[src/rtl/dsadc_pkg.sv]
package dsadc_pkg;
    typedef enum logic [1:0] {
        PH_AZ    = 2'd0,
        PH_INT   = 2'd1,
        PH_DEINT = 2'd2
    } phase_e;
endpackage

[src/rtl/dsadc_phase_ctrl.sv]
module dsadc_phase_ctrl
    import dsadc_pkg::*;
#(
    parameter int RES_BITS = 16
) (
    input  logic   clk,
    input  logic   rst_n,
    input  logic   run_hold,
    input  logic   deint_done,
    output phase_e phase,
    output logic   int_last
);
    localparam int CW     = RES_BITS + 1;
    localparam int HALF   = 1 << (RES_BITS - 1);
    localparam int PERIOD = 1 << (RES_BITS + 1);
    localparam int PARK   = PERIOD - 7;

    typedef struct packed {
        phase_e        phase;
        logic [CW-1:0] cyc;
    } st_t;

    st_t st_d, st_q;

    always_comb begin
        st_d     = st_q;
        int_last = 1'b0;
        case (st_q.phase)
            PH_INT: begin
                st_d.cyc = st_q.cyc + 1'b1;
                if (st_q.cyc == CW'(HALF - 1)) begin
                    st_d.phase = PH_DEINT;
                    int_last   = 1'b1;
                end
            end
            PH_DEINT: begin
                st_d.cyc = st_q.cyc + 1'b1;
                if (deint_done) st_d.phase = PH_AZ;
            end
            default: begin
                if (st_q.cyc == CW'(PARK) && !run_hold) begin
                    st_d.cyc = st_q.cyc;
                end else if (st_q.cyc == CW'(PERIOD - 1)) begin
                    st_d.cyc   = '0;
                    st_d.phase = PH_INT;
                end else begin
                    st_d.cyc = st_q.cyc + 1'b1;
                end
            end
        endcase
    end

    always_ff @(posedge clk or negedge rst_n) begin
        if (!rst_n) begin
            st_q.phase <= PH_AZ;
            st_q.cyc   <= CW'(PARK);
        end else begin
            st_q <= st_d;
        end
    end

    assign phase = st_q.phase;

    // integrate continues until its final count
    p_int_len_r3: assert property (@(posedge clk) disable iff (!rst_n)
        (st_q.phase == PH_INT && st_q.cyc != CW'(HALF - 1)) |=> st_q.phase == PH_INT);

    // parked sequencer stays put while hold is requested
    p_park_r10: assert property (@(posedge clk) disable iff (!rst_n)
        (st_q.phase == PH_AZ && st_q.cyc == CW'(PARK) && !run_hold)
            |=> (st_q.phase == PH_AZ && $stable(st_q.cyc)));
endmodule

[src/rtl/dsadc_deint_counter.sv]
module dsadc_deint_counter
    import dsadc_pkg::*;
#(
    parameter int RES_BITS = 16
) (
    input  logic                clk,
    input  logic                rst_n,
    input  phase_e              phase,
    input  logic                int_last,
    input  logic                comp_in,
    output logic                done,
    output logic                over,
    output logic                pol,
    output logic [RES_BITS-1:0] count
);
    localparam logic [RES_BITS-1:0] FULL = '1;

    typedef struct packed {
        logic [RES_BITS-1:0] cnt;
        logic                pol;
    } st_t;

    st_t st_d, st_q;

    always_comb begin
        st_d = st_q;
        done = (phase == PH_DEINT) && ((comp_in != st_q.pol) || (st_q.cnt == FULL));
        over = (comp_in == st_q.pol);
        if (int_last) begin
            st_d.pol = comp_in;
            st_d.cnt = '0;
        end else if (phase == PH_DEINT && !done) begin
            st_d.cnt = st_q.cnt + 1'b1;
        end
    end

    always_ff @(posedge clk or negedge rst_n) begin
        if (!rst_n) begin
            st_q <= '0;
        end else begin
            st_q <= st_d;
        end
    end

    assign pol   = st_q.pol;
    assign count = st_q.cnt;

    // deintegrate never runs past full scale
    p_sat_r6: assert property (@(posedge clk) disable iff (!rst_n)
        (phase == PH_DEINT && st_q.cnt == FULL) |=> phase != PH_DEINT);

    // polarity is frozen during deintegrate
    p_pol_hold_r4: assert property (@(posedge clk) disable iff (!rst_n)
        (phase == PH_DEINT) |=> (phase != PH_DEINT || $stable(st_q.pol)));
endmodule

[src/rtl/dsadc_result_latch.sv]
module dsadc_result_latch #(
    parameter int RES_BITS = 16
) (
    input  logic                clk,
    input  logic                rst_n,
    input  logic                load,
    input  logic [RES_BITS-1:0] count_in,
    input  logic                pol_in,
    input  logic                over_in,
    output logic [RES_BITS-1:0] result,
    output logic                sign,
    output logic                over_range
);
    typedef struct packed {
        logic [RES_BITS-1:0] val;
        logic                sgn;
        logic                ovr;
    } st_t;

    st_t st_d, st_q;

    always_comb begin
        st_d = st_q;
        if (load) begin
            st_d.val = count_in;
            st_d.sgn = pol_in;
            st_d.ovr = over_in;
        end
    end

    always_ff @(posedge clk or negedge rst_n) begin
        if (!rst_n) begin
            st_q <= '0;
        end else begin
            st_q <= st_d;
        end
    end

    assign result     = st_q.val;
    assign sign       = st_q.sgn;
    assign over_range = st_q.ovr;

    // output word only moves on a load
    p_latch_stable_r7: assert property (@(posedge clk) disable iff (!rst_n)
        !load |=> ($stable(st_q.val) && $stable(st_q.sgn) && $stable(st_q.ovr)));
endmodule

[src/rtl/dsadc_sequencer.sv]
module dsadc_sequencer
    import dsadc_pkg::*;
#(
    parameter int RES_BITS = 16
) (
    input  logic                clk,
    input  logic                rst_n,
    input  logic                run_hold,
    input  logic                comp_in,
    output logic [2:0]          phase_sel,
    output logic                ref_sel,
    output logic                status,
    output logic [RES_BITS-1:0] result,
    output logic                sign,
    output logic                over_range
);
    phase_e              phase;
    logic                int_last;
    logic                deint_done;
    logic                over_now;
    logic                pol;
    logic [RES_BITS-1:0] count;

    initial begin
        if (RES_BITS < 4) $error("RES_BITS must be at least 4");
    end

    dsadc_phase_ctrl #(.RES_BITS(RES_BITS)) u_phase (
        .clk        (clk),
        .rst_n      (rst_n),
        .run_hold   (run_hold),
        .deint_done (deint_done),
        .phase      (phase),
        .int_last   (int_last)
    );

    dsadc_deint_counter #(.RES_BITS(RES_BITS)) u_count (
        .clk      (clk),
        .rst_n    (rst_n),
        .phase    (phase),
        .int_last (int_last),
        .comp_in  (comp_in),
        .done     (deint_done),
        .over     (over_now),
        .pol      (pol),
        .count    (count)
    );

    dsadc_result_latch #(.RES_BITS(RES_BITS)) u_latch (
        .clk        (clk),
        .rst_n      (rst_n),
        .load       (deint_done),
        .count_in   (count),
        .pol_in     (pol),
        .over_in    (over_now),
        .result     (result),
        .sign       (sign),
        .over_range (over_range)
    );

    assign phase_sel = {phase == PH_DEINT, phase == PH_INT, phase == PH_AZ};
    assign ref_sel   = pol;
    assign status    = (phase != PH_AZ);

    // exactly one switch group selected
    p_onehot_r2: assert property (@(posedge clk) disable iff (!rst_n)
        $onehot(phase_sel));

    // status falls only when entering auto-zero from deintegrate
    p_status_fall_r8: assert property (@(posedge clk) disable iff (!rst_n)
        (status && deint_done) |=> !status);
endmodule

[config.mk]
export PLATFORM = sky130hd
export DESIGN_NAME = dsadc_sequencer
export DESIGN_NICKNAME = d
export VERILOG_FILES = /design/src/rtl/dsadc_pkg.sv /design/src/rtl/dsadc_phase_ctrl.sv /design/src/rtl/dsadc_deint_counter.sv /design/src/rtl/dsadc_result_latch.sv /design/src/rtl/dsadc_sequencer.sv
export SDC_FILE = /design/constraint.sdc
export NUM_CORES = 1
export LEC_CHECK = 0
export BUFFER_PORTS_ARGS = -buffer_cell sky130_fd_sc_hd__buf_2
export CAP_MARGIN = 20
export CORE_MARGIN = 2
export CORE_UTILIZATION = 55
export CTS_BUF_LIST = sky130_fd_sc_hd__clkbuf_8
export DETAILED_ROUTE_END_ITERATION = 6
export PLACE_DENSITY = 0.78
export SYNTH_ARGS = -nofsm -noshare
export SYNTH_HDL_FRONTEND = slang
export SYNTH_SLANG_ARGS = --single-unit
[constraint.sdc]
create_clock -name clk -period 3.33 [get_ports clk]
set_input_delay 0.1665 -clock clk [delete_from_list [all_inputs] [get_ports clk]]
set_output_delay 0.1665 -clock clk [all_outputs]
set_load 0.01 [all_outputs]
==> reports/qor.txt, run 1 <==
Status: completed
Critical path data required time: 3.56 ns
Power per cell area: 576.0 nW/um^2
Worst hold-check path type: in2reg
Post-Route WL: 4604 microns
Syn avg cell area: 10.77 sq um
Initial DRT Pass Iterations: 4
WP data arrival: 2.65 ns
Crit. End Element: flop
Leakage: 1.227 nW
PostCTS Resize Cnt: 0
Routability congestion estimate: 0.7852
Reg clk slew, reported paths: 0.10 ns
R2r startpoint: u_phase.st_q[1]
Core Util, Final: 62.52%
Via count: 1851
Routed Antenna Nets: 0
Yosys warns: 0
Worst hold stages: 3
Number of global-route vias before repair: 1817
Tcrit/Tclk final: 72.74%
Clk buf depth: 2
H-Tree Depth: 2
CTS tree: built
Max-slew violation count: 0
Final HPWL DP: 3358 microns
Flops & latches, synth: 54
Worst-case hold slack: 0.07334 ns
Critical setup path kind: reg2reg
DR iter-0 viols: 108
TNS Setup: 0 ns
Global-route wire length before repair: 8093 microns
Root Buffer: clkbuf_8
DR vias/cell: 5.626
TritonCTS Buffers: 5
Initial Util: 56.40%
Cts-stage hold buffer count: 1
RSZ-0062 raised after global routing: false
Critical path peak fanout: 8
Synthesized cell area: 2629 sq um
Sequential fraction of the synthesis area: 52.12%
Die Y-Extent: 73.14 microns
Max Cap Viol: 0
Tmin final: 2.422 ns
Port-buffer cells: 26
Worst reg2reg endpoint: u_phase.st_q[2]
Final Hold Fails: 0
Worst Hold Path EP: u_count.pol
Synth Instances: 244
Die width: 73.14 microns
Worst r2r path cells: 9
Peak supply drop: 0.2584 mV
# rows: 25
Min-delay src: comp_in
GRT Overall Usage: 19.44%
Dpl cell area: 2816 sq um
Net Count, Synth: 255
DIE AREA: 5349 sq um
# diodes: 0
Area Overhead vs Synth: 10.85%
Startpoint Class: flop
# setup viols final: 0
Final nets: 285
FMAX: 412.8 MHz
Skew-Pair Late Insertion Delay: 0.31 ns
Gr ovfl total: 0
Slew @ Worst Pin: 0.9355 ns
Io pins: 27
Flop2flop setup slack: 0.91 ns
Routed length per instance: 13.99 microns
Slew margin rel.: 37.63%
Finished Cell Area: 2914 sq um
Initial antenna violation count: 0
Setup bufs post-CTS: 0
Layout cells sized above 1: 28.36%
Post-route clock skew: 0.01763 ns
Total core area: 4661 sq um
Yosys cell types: 40
DRC: 0
# clock sinks: 54
Largest net degree at the start of global routing: 38
worst max-delay path by stage:
stage                               start          endpoint  slack (ns)  depth (start not counted)
final                     u_phase.st_q[1]   u_phase.st_q[2]        0.91                          9
after CTS                 u_phase.st_q[1]   u_phase.st_q[2]        0.90                          9
after detailed placement  u_phase.st_q[1]   u_phase.st_q[2]        0.93                          9
after global placement    u_phase.st_q[1]   u_phase.st_q[2]        0.97                          9
after global routing      u_phase.st_q[1]   u_phase.st_q[2]        0.78                          9
after floorplan           u_phase.st_q[0]  u_phase.st_q[10]        0.77                          9
cell type report:
class / count / area, sq um
sequential: 54 / 1370
inverter: 10 / 37.54
clock buffer: 5 / 68.82
multi-input combinational: 172 / 1181
clock inverter: 3 / 18.77
tap: 54 / 67.56
timing repair buffer: 31 / 170.2
fill: 380 / 1747
critical path: stages, from the launching register on:
cell and delay [ns]:
dfrtp_1 0.42, ha_1 0.21, nand3_1 0.14, nor3_1 0.07, buf_4 0.16, and3_1 0.17
ha_1 0.19, mux2_2 0.29, or4b_2 0.60, o21ai_0 0.09
cell usage after synthesis:
cell	instances	area share, %
a21o_1	2	0.57
a21oi_1	5	0.95
a22oi_1	1	0.29
a2bb2oi_1	1	0.33
a31oi_1	1	0.24
and3_1	4	0.95
and4_1	1	0.33
buf_2	5	0.95
buf_4	1	0.29
clkbuf_1	2	0.29
dfrtp_1	39	37
dfstp_2	15	15
ha_1	7	3.3
inv_1	10	1.4
mux2_2	18	7.7
nand2_1	14	2.0
nand2b_1	1	0.24
nand3_1	9	1.7
nand3b_1	1	0.29
nand4_1	7	1.7
nand4_2	1	0.48
nand4bb_1	1	0.43
nor2_1	33	4.7
nor2b_1	1	0.24
nor3_1	10	1.9
nor3b_1	2	0.57
nor4_1	5	1.2
nor4_2	1	0.48
nor4b_1	2	0.67
o21ai_0	4	0.76
o21ai_2	1	0.33
o41ai_1	1	0.33
or2_2	2	0.48
or3_1	3	0.71
or3_4	1	0.43
or4_1	4	1.1
or4_4	1	0.43
or4b_2	1	0.38
xnor2_1	17	5.7
xor2_1	9	3.0
placed cells by master (no fill, tap or decap), types with 3 or more instances in the layout:
cell	count
nand2_1	14
or4_1	4
a21oi_1	5
dfrtp_1	39
mux2_2	18
nand4_1	7
nor4_1	5
buf_4	4
and3_1	4
dfstp_2	15
inv_1	11
nor3_1	10
ha_1	7
nand3_1	9
buf_2	26
o21ai_0	4
or3_1	3
nor2_1	33
xnor2_1	17
xor2_1	9
clkbuf_8	5
routing by layer:
metal	wire (microns)	global-route usage (%)
met1	2049	24.87
met2	2320	31.83
met3	196	5.525
met4	38	6.173
met5	0	0
where the power goes:
group / leakage [nW] / internal [mW] / switching [mW]
logic: 0.560 / 0.205 / 0.187
clock network: 0.0416 / 0.145 / 0.208
registers: 0.625 / 0.813 / 0.120
registers in the layout (all words and copies together) (netlist names):
name / flops
u_latch.over_range: 1
u_phase.st_q: 17
u_latch.sign: 1
u_phase.phase: 2
u_count.count: 16
u_count.pol: 1
u_latch.result: 16
cells by family (layout without fill, tap and decap cells):
family,after synthesis,count (layout),share of synthesized area (%)
simple gates,105,105,21.42
flops,54,54,52.12
compound gates,16,16,3.808
mux,18,18,7.710
fa+ha+maj,7,7,3.332
buf+inv,18,49,2.951
xor+xnor,26,26,8.663
through the flow:
stage	power, mW	setup WS, ns	instances
after global routing	1.806	0.7807	329
after global placement	1.321	0.9693	320
after detailed placement	1.344	0.9283	320
after CTS	1.705	0.9032	329
after floorplan	1.189	0.7717	244
final	1.679	0.9078	329
(Power assumes the default switching activity.)
==> inputs of run 2 (changes only) <==
--- a/config.mk
+++ b/config.mk
@@ -11,7 +11,7 @@
 export CORE_UTILIZATION = 55
 export CTS_BUF_LIST = sky130_fd_sc_hd__clkbuf_8
 export DETAILED_ROUTE_END_ITERATION = 6
-export PLACE_DENSITY = 0.78
+export PLACE_DENSITY = 0.81
 export SYNTH_ARGS = -nofsm -noshare
 export SYNTH_HDL_FRONTEND = slang
 export SYNTH_SLANG_ARGS = --single-unit
==> constraint.sdc (replaced) <==
create_clock -name clk -period 2.1 [get_ports clk]
set_input_delay 0.105 -clock clk [delete_from_list [all_inputs] [get_ports clk]]
set_output_delay 0.105 -clock clk [all_outputs]
set_load 0.01 [all_outputs]
==> reports/qor.txt, run 2 (synthesized netlist as in run 1, its figures left out) <==
Routed length per instance: 15.57 microns
DIE AREA: 5349 sq um
Peak supply drop: 0.6366 mV
Total power: 3.071 mW
Largest net degree at the start of global routing: 29
Gr ovfl total: 0
Multi-input logic area: 1349 sq um
Final nets: 322
Die width: 73.14 microns
R2r startpoint: u_phase.st_q[0]
Routed Antenna Nets: 0
Total core area: 4661 sq um
Global-route wire length before repair: 9094 microns
Worst hold-check path type: in2reg
GRT Overall Usage: 22.11%
Max reg flops: 17
Worst Setup SP: u_phase.st_q[0]
Number of global-route vias before repair: 2042
# setup viols final: 0
Layout cells sized above 1: 42.63%
Max Cap Viol: 0
Status: completed
TritonCTS Buffers: 5
Die Y-Extent: 73.14 microns
Most frequent cells in the layout: 39 x dfrtp_1, 37 x buf_4, 27 x nor2_1, 26 x buf_2
DR iter-0 viols: 155
Reg clk slew, reported paths: 0.09 ns
Port-buffer cells: 26
Dpl cell area: 3138 sq um
Most common cell after layout, fill and taps aside: dfrtp_1
Final HPWL DP: 3871 microns
Initial DRT Pass Iterations: 4
Startpoint Class: flop
Io pins: 27
Post-Route WL: 5700 microns
CTS tree: built
Area Overhead vs Synth: 30.65%
Slew margin rel.: 59.21%
DRC: 0
H-Tree Depth: 2
Tcrit/Tclk final: 98.81%
# fillers: 319
Clk buf depth: 2
Initial antenna violation count: 0
Routability congestion estimate: 0.8218
Finished Cell Area: 3435 sq um
Crit. End Element: flop
Leakage: 1.467 nW
Skew-Pair Late Insertion Delay: 0.31 ns
Final Hold Fails: 0
Post-route clock skew: 0.009262 ns
# clock sinks: 54
Initial Util: 56.40%
Slew @ Worst Pin: 0.6118 ns
# rows: 25
Critical setup path kind: reg2reg
Critical path data required time: 2.34 ns
FMAX: 481.9 MHz
Via count: 2036
DR vias/cell: 5.563
Critical path peak fanout: 6
Max-slew violation count: 0
Power per cell area: 894.2 nW/um^2
TNS Setup: 0 ns
Register area: 1370 sq um
WP data arrival: 2.31 ns
RSZ-0062 raised after global routing: true
# diodes: 0
Root Buffer: clkbuf_8
Largest Register: u_phase.st_q
Min-delay src: comp_in
Tmin final: 2.075 ns
==> run 2: path summary, 6_finish.rpt <==
kind | cells after the start | to | slack, ns
max reg2reg | 10 | u_phase.st_q[10] | 0.03
min in group asynchronous | 2 | u_latch.result[14] | 0.33
min reg2reg | 1 | u_latch.sign | 0.51
min | 3 | u_count.pol | 0.05
max | 10 | u_phase.st_q[10] | 0.03
max in group asynchronous | 3 | u_phase.st_q[11] | 1.12
==> run 2: area by class of cell <==
cell class | count | area share (%)
multi-input combinational | 172 | 39.27
clock buffer | 6 | 2.404
clock inverter | 2 | 0.9836
timing repair buffer | 68 | 14.39
inverter | 10 | 1.093
tap | 54 | 1.967
sequential | 54 | 39.89
==> run 2: through the flow <==
stage / utilization [%] / std cells / hold WS, ns / setup slack, ns
detailed placement: 67.33 / 352 / 0.1525 / -0.003918
global route: 73.69 / 366 / 0.06822 / -0.06499
finish: 73.69 / 366 / 0.04968 / 0.02509
CTS: 70.20 / 361 / 0.02536 / 0.0001601
global placement: 67.33 / 352 / 0.1458 / 0.05113
floorplan: - / 244 / -0.1906 / -0.006775
==> run 2: worst max-delay path, stage by stage (launching register included) <==
cell and delay (ns):
dfstp_2 0.59, ha_4 0.16, nand3_4 0.07, nor3_4 0.12, and3_1 0.17, ha_2 0.18, mux2_4 0.16, buf_6 0.09
nor2b_4 0.21, clkbuf_16 0.21, nor2_4 0.03
==> run 2: where the power goes <==
part,internal (mW),total (mW),switching [mW]
registers,1.29,1.46,0.168
logic,0.473,0.887,0.414
clock network,0.384,0.727,0.342
==> run 2: metal layers <==
layer	wire length [microns]	vias up	GRT usage [%]	part of all wire [%]
met5	0	-	0	0
met4	98	0	8.642	1.7
met3	160	11	4.558	2.8
met2	3126	34	39.24	55
met1	2315	1014	25.99	41
li1	-	977	-	-
==> run 2: what timing repair did <==
action / in CTS / in global routing
gates resized for setup: 2 / 25
endpoints found under the hold margin: 26 / 0
cloned: 0 / 1
hold buffers: 1 / 0
buffers inserted: 0 / 4
endpoints found under the setup margin: 18 / 19
pin swaps: 0 / 9
